## src/rtl/pxu_pkg.sv

```systemverilog
package pxu_pkg;

    localparam int PIX_W  = 8;
    localparam int SLOT_W = 2;
    localparam int SLOTS  = 1 << SLOT_W;

    typedef enum logic [2:0] {
        FMT_PK2 = 3'd0,
        FMT_PK4 = 3'd1,
        FMT_UN4 = 3'd2,
        FMT_UN5 = 3'd3
    } fmt_e;

    typedef enum logic [1:0] {
        ST_IDLE,
        ST_RD,
        ST_CAP,
        ST_EMIT
    } seq_st_e;

    typedef struct packed {
        logic [PIX_W-1:0] data;
        logic             sof;
        logic             eol;
    } pix_beat_t;

    function automatic logic fmt_supported(input logic [2:0] code);
        return code <= 3'd3;
    endfunction

    // index of the final pixel slot inside one byte
    function automatic logic [SLOT_W-1:0] last_slot(input logic [2:0] code);
        case (code)
            FMT_PK2: return SLOT_W'(3);
            FMT_PK4: return SLOT_W'(1);
            default: return SLOT_W'(0);
        endcase
    endfunction

    // pull one pixel out of a byte, zero-extended, unused bits dropped
    function automatic logic [PIX_W-1:0] pick(input logic [2:0] code,
                                              input logic [7:0] b,
                                              input logic [SLOT_W-1:0] slot);
        logic [PIX_W-1:0] r;
        r = '0;
        case (code)
            FMT_PK2: r[1:0] = b[{slot, 1'b0} +: 2];
            FMT_PK4: r[3:0] = slot[0] ? b[7:4] : b[3:0];
            FMT_UN4: r[3:0] = b[3:0];
            FMT_UN5: r[4:0] = b[4:0];
            default: r = '0;
        endcase
        return r;
    endfunction

endpackage

```

## src/rtl/pxu_addr_walk.sv

```systemverilog
module pxu_addr_walk #(
    parameter int ADDR_W  = 16,
    parameter int LINES_W = 8
) (
    input  logic               clk,
    input  logic               rst,
    input  logic               load,
    input  logic [ADDR_W-1:0]  base,
    input  logic [ADDR_W-1:0]  stride,
    input  logic [LINES_W-1:0] lines,
    input  logic               step_byte,
    input  logic               step_line,
    output logic [ADDR_W-1:0]  rd_addr,
    output logic               last_line
);
    logic [ADDR_W-1:0]  line_start;
    logic [ADDR_W-1:0]  stride_q;
    logic [ADDR_W-1:0]  cur_addr;
    logic [LINES_W-1:0] line_idx;
    logic [LINES_W-1:0] lines_q;

    always_ff @(posedge clk) begin
        if (rst) begin
            line_start <= '0;
            stride_q   <= '0;
            cur_addr   <= '0;
            line_idx   <= '0;
            lines_q    <= '0;
        end else if (load) begin
            line_start <= base;
            stride_q   <= stride;
            cur_addr   <= base;
            line_idx   <= '0;
            lines_q    <= lines;
        end else if (step_line) begin
            line_start <= line_start + stride_q;
            cur_addr   <= line_start + stride_q;
            line_idx   <= line_idx + LINES_W'(1);
        end else if (step_byte) begin
            cur_addr   <= cur_addr + ADDR_W'(1);
        end
    end

    assign rd_addr   = cur_addr;
    assign last_line = (line_idx == lines_q - LINES_W'(1));

    AST_BYTE_ASCENDS: assert property (@(posedge clk) disable iff (rst)
        (step_byte && !step_line && !load) |=> (rd_addr == $past(rd_addr) + ADDR_W'(1)))
        else $error("byte address did not advance by one");

    AST_LOAD_AT_BASE: assert property (@(posedge clk) disable iff (rst)
        load |=> (rd_addr == $past(base)))
        else $error("frame did not begin at base");

endmodule

```

## src/rtl/pxu_lane_sel.sv

```systemverilog
module pxu_lane_sel
    import pxu_pkg::*;
(
    input  logic              clk,
    input  logic              rst,
    input  logic              cap_en,
    input  logic [7:0]        rd_data,
    input  logic [2:0]        fmt,
    input  logic [SLOT_W-1:0] slot,
    output logic [PIX_W-1:0]  pix
);
    logic [7:0]       byte_q;
    logic [PIX_W-1:0] cand [SLOTS];

    always_ff @(posedge clk) begin
        if (rst)         byte_q <= '0;
        else if (cap_en) byte_q <= rd_data;
    end

    for (genvar g = 0; g < SLOTS; g++) begin : g_slot
        assign cand[g] = pick(fmt, byte_q, SLOT_W'(g));
    end

    assign pix = cand[slot];

    AST_UN4_MASKED: assert property (@(posedge clk) disable iff (rst)
        (fmt == 3'd2) |-> (pix[7:4] == 4'd0))
        else $error("unused bits leaked in 4-bit unpacked mode");

endmodule

```

## src/rtl/pxu_seq.sv

```systemverilog
module pxu_seq
    import pxu_pkg::*;
#(
    parameter int WIDTH_W = 10
) (
    input  logic               clk,
    input  logic               rst,
    input  logic               start,
    input  logic [2:0]         cfg_fmt,
    input  logic [WIDTH_W-1:0] cfg_width,
    input  logic               cfg_lines_zero,
    input  logic               last_line,
    input  logic               pix_ready,
    output logic               mem_rd_en,
    output logic               cap_en,
    output logic               load,
    output logic               step_byte,
    output logic               step_line,
    output logic               pix_valid,
    output logic               sof,
    output logic               eol,
    output logic [SLOT_W-1:0]  slot,
    output logic [2:0]         fmt_q,
    output logic               busy,
    output logic               fmt_err
);
    seq_st_e            st;
    logic [WIDTH_W-1:0] width_q;
    logic [WIDTH_W-1:0] x_q;
    logic [SLOT_W-1:0]  slot_q;
    logic               first_q;
    logic               err_q;
    logic               fire;
    logic               line_end;
    logic               byte_end;

    assign fire     = (st == ST_EMIT) && pix_ready;
    assign line_end = (x_q == width_q - WIDTH_W'(1));
    assign byte_end = (slot_q == last_slot(fmt_q));

    assign load      = (st == ST_IDLE) && start && fmt_supported(cfg_fmt)
                       && (cfg_width != '0) && !cfg_lines_zero;
    assign step_line = fire && line_end && !last_line;
    assign step_byte = fire && !line_end && byte_end;

    always_ff @(posedge clk) begin
        if (rst) begin
            st      <= ST_IDLE;
            fmt_q   <= '0;
            width_q <= '0;
            x_q     <= '0;
            slot_q  <= '0;
            first_q <= 1'b0;
            err_q   <= 1'b0;
        end else begin
            case (st)
                ST_IDLE: begin
                    if (start && !fmt_supported(cfg_fmt)) begin
                        err_q <= 1'b1;
                    end else if (load) begin
                        fmt_q   <= cfg_fmt;
                        width_q <= cfg_width;
                        x_q     <= '0;
                        slot_q  <= '0;
                        first_q <= 1'b1;
                        st      <= ST_RD;
                    end
                end
                ST_RD:  st <= ST_CAP;
                ST_CAP: st <= ST_EMIT;
                ST_EMIT: begin
                    if (pix_ready) begin
                        first_q <= 1'b0;
                        if (line_end) begin
                            x_q    <= '0;
                            slot_q <= '0;
                            st     <= last_line ? ST_IDLE : ST_RD;
                        end else if (byte_end) begin
                            x_q    <= x_q + WIDTH_W'(1);
                            slot_q <= '0;
                            st     <= ST_RD;
                        end else begin
                            x_q    <= x_q + WIDTH_W'(1);
                            slot_q <= slot_q + SLOT_W'(1);
                        end
                    end
                end
                default: st <= ST_IDLE;
            endcase
        end
    end

    assign mem_rd_en = (st == ST_RD);
    assign cap_en    = (st == ST_CAP);
    assign pix_valid = (st == ST_EMIT);
    assign sof       = pix_valid && first_q;
    assign eol       = pix_valid && line_end;
    assign slot      = slot_q;
    assign busy      = (st != ST_IDLE);
    assign fmt_err   = err_q;

    AST_ONE_OUTSTANDING: assert property (@(posedge clk) disable iff (rst)
        mem_rd_en |=> !mem_rd_en)
        else $error("back-to-back reads");

    AST_STALL_NO_FETCH: assert property (@(posedge clk) disable iff (rst)
        (pix_valid && !pix_ready) |=> (pix_valid && !mem_rd_en))
        else $error("fetch while stalled");

    AST_ERR_STICKY: assert property (@(posedge clk) disable iff (rst)
        fmt_err |=> fmt_err)
        else $error("error flag cleared");

    AST_SOF_SINGLE: assert property (@(posedge clk) disable iff (rst)
        (sof && pix_ready) |=> !sof)
        else $error("start-of-frame repeated");

endmodule

```

## src/rtl/pix_unpack_top.sv

```systemverilog
module pix_unpack_top
    import pxu_pkg::*;
#(
    parameter int ADDR_W  = 16,
    parameter int WIDTH_W = 10,
    parameter int LINES_W = 8
) (
    input  logic               clk,
    input  logic               rst,
    input  logic               start,
    input  logic [2:0]         cfg_fmt,
    input  logic [ADDR_W-1:0]  cfg_base,
    input  logic [ADDR_W-1:0]  cfg_stride,
    input  logic [WIDTH_W-1:0] cfg_width,
    input  logic [LINES_W-1:0] cfg_lines,
    output logic               mem_rd_en,
    output logic [ADDR_W-1:0]  mem_addr,
    input  logic [7:0]         mem_rd_data,
    output logic               pix_valid,
    input  logic               pix_ready,
    output logic [7:0]         pix_data,
    output logic               pix_sof,
    output logic               pix_eol,
    output logic               busy,
    output logic               fmt_err
);
    logic              cap_en;
    logic              load;
    logic              step_byte;
    logic              step_line;
    logic              last_line;
    logic              sof_w;
    logic              eol_w;
    logic              valid_w;
    logic [SLOT_W-1:0] slot;
    logic [2:0]        fmt_q;
    logic [PIX_W-1:0]  lane_pix;
    pix_beat_t         beat;

    pxu_seq #(.WIDTH_W(WIDTH_W)) u_seq (
        .clk            (clk),
        .rst            (rst),
        .start          (start),
        .cfg_fmt        (cfg_fmt),
        .cfg_width      (cfg_width),
        .cfg_lines_zero (cfg_lines == '0),
        .last_line      (last_line),
        .pix_ready      (pix_ready),
        .mem_rd_en      (mem_rd_en),
        .cap_en         (cap_en),
        .load           (load),
        .step_byte      (step_byte),
        .step_line      (step_line),
        .pix_valid      (valid_w),
        .sof            (sof_w),
        .eol            (eol_w),
        .slot           (slot),
        .fmt_q          (fmt_q),
        .busy           (busy),
        .fmt_err        (fmt_err)
    );

    pxu_addr_walk #(.ADDR_W(ADDR_W), .LINES_W(LINES_W)) u_walk (
        .clk       (clk),
        .rst       (rst),
        .load      (load),
        .base      (cfg_base),
        .stride    (cfg_stride),
        .lines     (cfg_lines),
        .step_byte (step_byte),
        .step_line (step_line),
        .rd_addr   (mem_addr),
        .last_line (last_line)
    );

    pxu_lane_sel u_lane (
        .clk     (clk),
        .rst     (rst),
        .cap_en  (cap_en),
        .rd_data (mem_rd_data),
        .fmt     (fmt_q),
        .slot    (slot),
        .pix     (lane_pix)
    );

    assign beat      = '{data: lane_pix, sof: sof_w, eol: eol_w};
    assign pix_valid = valid_w;
    assign pix_data  = beat.data;
    assign pix_sof   = beat.sof;
    assign pix_eol   = beat.eol;

    AST_PIX_HOLD: assert property (@(posedge clk) disable iff (rst)
        (pix_valid && !pix_ready) |=> (pix_valid && $stable(pix_data)
                                       && $stable(pix_eol) && $stable(pix_sof)))
        else $error("pixel changed while stalled");

    AST_TOP_BITS_ZERO: assert property (@(posedge clk) disable iff (rst)
        pix_valid |-> (pix_data[7:5] == 3'd0))
        else $error("upper pixel bits not masked");

    AST_IDLE_QUIET: assert property (@(posedge clk) disable iff (rst)
        !busy |-> (!mem_rd_en && !pix_valid))
        else $error("activity while idle");

endmodule

```

## config.mk

```make
export PLATFORM = sky130hd
export DESIGN_NAME = pix_unpack_top
export DESIGN_NICKNAME = d
export VERILOG_FILES = /design/src/rtl/pxu_pkg.sv /design/src/rtl/pxu_addr_walk.sv /design/src/rtl/pxu_lane_sel.sv /design/src/rtl/pxu_seq.sv /design/src/rtl/pix_unpack_top.sv
export SDC_FILE = /design/constraint.sdc
export NUM_CORES = 1
export LEC_CHECK = 0
export CAP_MARGIN = 20
export CELL_PAD_IN_SITES_DETAIL_PLACEMENT = 1
export CELL_PAD_IN_SITES_GLOBAL_PLACEMENT = 1
export CORE_ASPECT_RATIO = 0.6
export CORE_MARGIN = 2
export CORE_UTILIZATION = 30
export CTS_CLUSTER_SIZE = 25
export DETAILED_ROUTE_END_ITERATION = 8
export PLACE_DENSITY = 0.7
export SYNTH_ARGS = -nofsm -noshare
export SYNTH_HDL_FRONTEND = slang
export SYNTH_SLANG_ARGS = --single-unit
```

## constraint.sdc

```tcl
create_clock -name clk -period 4.2 [get_ports clk]
set_clock_uncertainty 0.2 [all_clocks]
set_input_delay 0.84 -clock clk [delete_from_list [all_inputs] [get_ports clk]]
set_output_delay 0.84 -clock clk [all_outputs]
set_load 0.02 [all_outputs]
```

* Word level (Yosys, flattened, before mapping)
Cells that the tools add are included.
** Cells by class
- Reductions and logical operators :: 32
- $add $sub $neg :: 7
- $lt $le $gt $ge :: 2
- Bitwise operators :: 2
- Mux-type cells :: 38
- Equality and inequality tests :: 13
** Operator list (number)
- $mux W16 :: 5
- $mux W10 :: 4
- $mux W2 :: 12
- $pmux W10 S2 :: 1
- $add A16 B1 Y16 const B :: 1
- $add A16 B16 Y16 :: 1
- $bmux W8 S2 :: 1
- $mux W8 :: 2
- $pmux W2 S2 :: 4
- $logic_and A1 B1 Y1 :: 12
- $pmux W2 S3 :: 2
- $add A10 B1 Y10 const B :: 1
- $eq A10 B10 Y1 :: 1
- $reduce_bool A10 Y1 :: 1
- $sub A10 B1 Y10 const B :: 1
- $add A8 B1 Y8 const B :: 1
- $eq A8 B8 Y1 :: 1
- $logic_not A8 Y1 :: 1
- $pmux W2 S4 :: 1
- $reduce_and A4 Y1 :: 2
- $sub A8 B1 Y8 const B :: 1
- $eq A3 B2 Y1 const B :: 2
- $ne A2 B2 Y1 const B :: 3
- $reduce_bool A2 Y1 :: 3
- 21 further kinds :: 30
** Word-level totals
- Input port bits :: 65
- Flip-flop bits (word level) :: 101
- Output and inout bits :: 30

* Logic depth before layout (Yosys ltp)
Gate-level depths: netlist (run 1).
- Depth in word-level cells :: 8
- Gate-level depth with buffers :: 13
- Gate-level depth less buffers :: 11

* Modules after synthesis
From an unflattened synthesis (run 1), not the netlist that was laid out.
** Second synthesis, totals
- Cells, all modules :: 751
- Area, all modules :: 6192.2 um2
** Modules (own cells, without submodules)
- pxu_addr_walk :: cells each 465, area an instance 3847.4 um2, times used 1, seq. area each 1281.2 um2
- pxu_seq :: cells each 225, area an instance 1840.5 um2, times used 1, seq. area each 580.6 um2
- pxu_lane_sel :: cells each 58, area an instance 485.5 um2, times used 1, seq. area each 160.2 um2
- pix_unpack_top :: cells each 3, area an instance 18.8 um2, times used 1, seq. area each 0.0 um2

* Worst setup path before layout (run 1)
Ideal clock, no wire load.
- Kind :: flip-flop to output port
- Start :: register u_seq.width_q[0]
- End :: output pix_eol
- Slack :: 981 ps
- Cell stages (with the launch flop) :: 10
- Arrival :: 2179 ps
- Cell sequence :: dfxtp_1 -> clkbuf_1 -> inv_1 -> ha_1 -> nor2b_1 -> a221oi_1 -> nor2_1 -> a2111oi_4 -> nand2_1 -> nor2_1
** On the way
- Word-level cells in the longest chain between the ends :: 3
** RTL lines
- start: declaration :: RTL line pxu_seq.sv:28 : logic [WIDTH_W-1:0] width_q;
- start signal: assignment :: RTL line pxu_seq.sv:62 : width_q <= cfg_width;
- $sub A10 B1 Y10 :: RTL line pxu_seq.sv:38 : assign line_end = (x_q == width_q - WIDTH_W'(1));
- $eq A10 B10 Y1 :: RTL line pxu_seq.sv:38
- $logic_and A1 B1 Y1 :: RTL line pxu_seq.sv:97 : assign eol = pix_valid && line_end;
- end: declaration :: RTL line pix_unpack_top.sv:23 : output logic pix_eol,
Every way passes these cells.

* Worst setup path after layout (run 1)
- Start :: register u_seq.width_q[1]
- End :: output pix_eol
The elaborated chain is that of the path after synthesis.

==> flow_summary_export.csv, run 1 <==
group,metric,value,unit
synth,postSynthAreaPerCell,7.84,sq um
routing,routedWlPerCell,17.0,um
routing,viasPerCell,5.10,
routing,drc_errors,0,
power_and_ir_drop,powerDensity,434,nW/um^2
worst_setup_path,crit_type,"register to output port",
routing,wl_met2,7390,um
timing,finalCritPeriodShare,0.862,
power_and_ir_drop,peakVddDrop,0.194,mV
worst_setup_path,start_kind,"register",
clock_network,h-tree-depth,3,
timing,fmax,0.276,GHz
worst_setup_path,critPathMaxFanout,6,
clock_network,cts_sinks,101,
global_routing,antenna_found_initial,0,
clock_network,clk_pin_slew,70,ps
routing,totalWireLength,19100,um
run_status,outcome,"complete, no violations",
cells_and_area,drive_above_1_share,0.0612,
cells_and_area,fin_nets,934,
synth,synth.most_common_cell,"nand2_1",
synth,ys_seq_area_frac,0.334,
run,drv_cap,0,
synth,async_reset_ff_frac,0,
timing,timing.hold.ws,262,ps
routing,top_layer,"met4",
timing,slew_viol_final,0,
timing,fin_ws,578,ps
timing,tightest_slew,929,ps
global_routing,grt.total_usage,0.184,
placed_design,gp_congestion,0.788,
clock_network,cts_tree,"yes",
placed_design,numPortBuffers,91,
clock_network,cts_buffers,9,
synth,synth_top_area_share,0.334,
placed_design,pre_cts_ws,495,ps
worst_setup_path,crit_arrival,2580,ps
floorplanning,initial_core_util,0.304,
floorplanning,dieHeight,114,um
floorplanning,std_cell_rows,40,
placed_design,dpl.hpwl,14200,um
clock_network,clk_latency,360,ps
routing,ant_nets,0,
synth,synthCells,772,
cells_and_area,area_growth,24.9,%
worst_setup_path,cp-end-kind,"output port",
routing,met1_length,10900,um
worst_setup_path,critPathRequiredTime,3160,ps
synth,yosysUniqueCellTypes,72,
global_routing,first_global_vias,5760,
timing,fin_tns_setup,0,ps
global_routing,grt_first_pass_wirelength,31500,um
clock_network,post_cts_buffers,0,
global_routing,overflow,0,
timing,rsz0062_at_grt,"false",
power_and_ir_drop,cellLeakagePower,2.77,nW
timing,finalSetupViolations,0,
timing,fin_crit,3620,ps
cells_and_area,antenna_cells,0,
global_routing,grt_max_degree,79,
synth,ys.warnings.count,0,
routing,wl_met3,669,um
synth,synth_edf_count,0,
floorplanning,io_pins,95,
synth,synth_top_cells_by_area,"dfxtp_1 (33%), nand2_1 (7.9%), a21oi_1 (6.0%), ha_1 (5.0%), nor2_1 (4.7%)",
floorplanning,core_area,19900,sq um
synth,yosysTopAreaCell,"dfxtp_1",
timing,relSlewSlack,0.380,
timing,hold_violations,0,
power_and_ir_drop,power,3.28,mW
routing,vias,5722,
synth,synth-seq-cells,101,
synth,syn_area,6050,sq um
clock_network,clockBufferDepth,2,
synth,synth_top_cells_by_count,"nand2_1 (128), dfxtp_1 (101), nor2_1 (75)",
synth,synthFlopType,"dfxtp_1",
hold_path,hold_path_class,"register to register",
clock_network,clockRootBuffer,"clkbuf_16",
floorplanning,die-area,21400,sq um
routing,drt-pass1-iter-count,4,
floorplanning,fp.dieW,187,um
routing,dr.first_iter.drc_count,308,
[path summary, 6_finish.rpt]
kind	slack, ps	start	end	cells after the start
hold / removal	260	u_walk.line_start[8]$_SDFFE_PP0P_	u_walk.line_start[8]$_SDFFE_PP0P_	2
setup / recovery	580	u_seq.width_q[1]$_SDFFE_PP0P_	pix_eol	9
setup reg to reg	730	u_seq.width_q[1]$_SDFFE_PP0P_	u_walk.rd_addr[8]$_SDFFE_PP0P_	12
hold reg to reg	260	u_walk.line_start[8]$_SDFFE_PP0P_	u_walk.line_start[8]$_SDFFE_PP0P_	2
[cell usage in the layout, fill, tap and decap left out, types with 7 or more instances in the layout]
cell type        Yosys  layout
a21oi_1             72      72
nand4_1              7       7
nor3_1              16      16
ha_1                24      24
xnor2_1             28      28
inv_1               24      24
nand2_1            128     127
nor2_1              75      75
mux2i_1             14      14
nor4_1              10      10
o21ai_0             22      22
buf_4                4      13
xor2_1              22      22
or3_1                9       9
a211oi_1            13      13
nand2b_1             7       7
nand3_1             22      22
a31oi_1              7       7
and3_1              13      13
clkdlybuf4s50_1      0      89
dfxtp_1            101     100
clkbuf_16            0       9
[cell families (layout without fill, tap and decap cells)]
family                     Yosys count  in the layout  synth area share
and+or+nand+nor                    320            320             0.248
AOI/OAI and AO/OA                  187            187             0.212
DFF                                101            101             0.334
buffers and inverters               70            145            0.0486
xor gates and xnor gates            50             50            0.0724
adders and majority gates           25             25            0.0529
muxes                               18             18            0.0306
other                                1              3          0.000620
[flip-flops by register name, summed over array words and instances, names as in the netlist]
register	flops
u_seq.fmt_err	1
u_seq.x_q	10
u_walk.lines_q	8
u_walk.stride_q	16
u_walk.line_start	16
u_seq.first_q	1
u_walk.line_idx	8
u_walk.rd_addr	16
u_seq.fmt_q	3
u_seq.width_q	10
u_seq.slot	2
u_lane.byte_q	8
u_seq.st	2
[per-layer routing]
metal	global-route usage	vias up
li1	-	2861
met1	0.286	2757
met2	0.264	91
met3	0.0329	13
met4	0.0344	0
met5	0	-
[where the power goes]
| part | internal (mW) | switching, mW |
|---|---|---|
| registers | 1.07 | 0.116 |
| clock network | 0.526 | 0.397 |
| logic | 0.493 | 0.683 |
[per-stage QoR]
stage / area (sq um) / instances / utilization
6_report: 7550 / 1122 / 0.380
5_1_grt: 7550 / 1122 / 0.380
4_1_cts: 7550 / 1122 / 0.380
3_5_place_dp: 7230 / 1106 / 0.364
3_3_place_gp: 7230 / 1106 / 0.364
2_1_floorplan: 6060 / 774 / -
[layout make-up]
type	count	area (sq um)
fillers	2408	12300
multi-input cells	603	3760
inverters	24	90.1
repair buffers	105	1030
clock buffers	11	233
clock inverters	5	83.8
well taps	273	342
flip-flops and latches	101	2020
[what timing repair did]
item / CTS / global route
resized for setup: 0 / 2
hold buffers: 0 / 0
endpoints found under the setup margin: 0 / 1
[critical path, cell delays in order, from the launching register on]
cell and delay [ps]:
dfxtp_1 440, inv_1 70, ha_1 270, o21ba_2 230
a22oi_1 210, mux2i_1 140, a2111oi_4 380, nand2_1 130
nor2_1 130, dlymetal6s2s_1 240
No activity file was read; power rests on OpenSTA's default activity.
==> run 2: changes to the inputs <==
Settings changed: CORE_MARGIN 2 to 4, CTS_CLUSTER_DIAMETER set to 100.
==> run 2 against run 1 <==
- total power is 0.82% higher
- worst setup slack better by 6.4 ps
- cell count hardly changed
- sequential share of layout area is 0.21 points lower
- maximum frequency is 0.18% higher
- sequential power hardly changed
- clock power is 2% higher
- largest power group is now combinational cells
==> flow_summary_export.csv, run 2 (synthesis gave the netlist of run 1 again) <==
group,metric,value,unit
run_status,outcome,"complete, no violations",
worst_setup_path,critPathMaxFanout,6,
floorplanning,core_area,19400,sq um
timing,finalCritPeriodShare,0.861,
worst_setup_path,r2r_start,"u_seq.width_q[1]$_SDFFE_PP0P_",
floorplanning,dieHeight,118,um
worst_setup_path,crit_type,"register to output port",
placed_design,dpl.hpwl,15200,um
worst_setup_path,critPathTopFamily,"compound AO/OA/AOI/OAI gates",
timing,fin_tns_setup,0,ps
power_and_ir_drop,cellLeakagePower,2.82,nW
routing,viasPerCell,5.15,
cells_and_area,fin_area,7610,sq um
routing,drt-pass1-iter-count,4,
clock_network,h-tree-depth,3,
global_routing,antenna_found_initial,1,
hold_path,hold_path_class,"register to register",
timing,fin_crit,3620,ps
cells_and_area,final_cell_mix,"nand2_1 (127), dfxtp_1 (100), clkdlybuf4s50_1 (89)",
floorplanning,std_cell_rows,39,
power_and_ir_drop,peakVddDrop,0.199,mV
routing,dr.first_iter.drc_count,355,
routing,routedWlPerCell,17.7,um
cells_and_area,fin_nets,940,
run,drv_cap,0,
worst_setup_path,cp-startpoint,"u_seq.width_q[1]$_SDFFE_PP0P_",
floorplanning,die-area,22600,sq um
timing,rsz0062_at_grt,"false",
worst_setup_path,worstPathCellList,"inv_1 > ha_1 > o21ba_2 > a22oi_1 > mux2i_1 > a2111oi_4 > nand2_1 > nor2_1 > dlymetal6s2s_1",
routing,ant_nets,0,
floorplanning,fp.dieW,191,um
clock_network,cts_buffers,9,
worst_setup_path,critical_path.slowest_cell,"dfxtp_1",
hold_path,min-delay-start,"u_walk.line_start[13]$_SDFFE_PP0P_",
floorplanning,initial_core_util,0.311,
floorplanning,io_pins,95,
timing,tightest_slew,817,ps
global_routing,grt_max_degree,69,
timing,slew_viol_final,0,
timing,timing.hold.ws,268,ps
power_and_ir_drop,power,3.31,mW
clock_network,clk_pin_slew,70,ps
timing,fmax,0.277,GHz
worst_setup_path,crit_path_max_incr_delay,440,ps
power_and_ir_drop,powerDensity,435,nW/um^2
global_routing,overflow,0,
cells_and_area,area_growth,25.9,%
placed_design,place_area,7280,sq um
clock_network,clockRootBuffer,"clkbuf_16",
routing,vias,5774,
worst_setup_path,cp-end-kind,"output port",
timing,finalSetupViolations,0,
worst_setup_path,critPathRequiredTime,3160,ps
placed_design,numPortBuffers,91,
global_routing,first_global_vias,5721,
cells_and_area,drive_above_1_share,0.0690,
cells_and_area,final_common_cell,"nand2_1",
cells_and_area,antenna_cells,0,
cells_and_area,fin_util,0.392,
clock_network,clk_latency,360,ps
placed_design,gp_congestion,0.854,
timing,hold_violations,0,
worst_setup_path,crit_arrival,2580,ps
clock_network,cts_sinks,101,
worst_setup_path,start_kind,"register",
global_routing,grt.total_usage,0.176,
clock_network,cts_tree,"yes",
routing,totalWireLength,19800,um
global_routing,grt_first_pass_wirelength,32100,um
timing,relSlewSlack,0.455,
clock_network,post_cts_buffers,0,
worst_setup_path,crit_buf_inv,2,
clock_network,clockBufferDepth,2,
routing,drc_errors,0,
-- run 2: cell types whose count changed in the layout (fill, tap and decap cells not counted), sizes merged --
cell,previous run,this run
clkinv,0,2
buf,15,21
clkbuf,11,12
inv,25,24
clkinvlp,2,0
-- run 2: path summary, 6_finish.rpt --
path | cells past startpoint | to | slack [ps]
min reg2reg | 2 | u_walk.line_start[13]$_SDFFE_PP0P_ | 270
max reg2reg | 12 | u_walk.rd_addr[4]$_SDFFE_PP0P_ | 740
min | 2 | u_walk.line_start[13]$_SDFFE_PP0P_ | 270
max | 9 | pix_eol | 580
-- run 2: where the power goes --
part / internal (mW) / switching [mW] / total [mW]
combinational: 0.508 / 0.680 / 1.19
sequential: 1.07 / 0.115 / 1.18
clock: 0.554 / 0.384 / 0.938
total: 2.13 / 1.18 / 3.31
-- run 2: metal layers --
layer / wire, um / vias up / GRT usage
li1: - / 2887 / -
met3: 1020 / 13 / 0.0365
met1: 11100 / 2754 / 0.288
met5: 13 / - / 0
met4: 143 / 2 / 0.0309
met2: 7580 / 118 / 0.233
-- run 2: through the flow --
step                setup slack (ps)  cells
floorplan                        981    774
global placement                 477   1105
detailed placement               467   1105
CTS                              104   1121
global route                     349   1121
finish                           585   1121
-- run 2: cell type report --
class,instances,area (sq um)
fill,2374,11800
multi-input combinational,603,3760
sequential,101,2020
timing repair buffer,111,1080
tap,266,333
clock buffer,12,256
inverter,24,90.1
clock inverter,4,70.1
-- run 2: repair_timing --
| action | 4_1_cts | 5_1_grt |
|---|---|---|
| endpoints found under the setup margin | 0 | 1 |
| hold buffers | 0 | 0 |
| resized for setup | 0 | 2 |
-- run 2: tightest hold or removal path, cell delays in order (launching register included) --
cell     delay, ps
dfxtp_1        310
nand2_1         50
a21oi_1         60
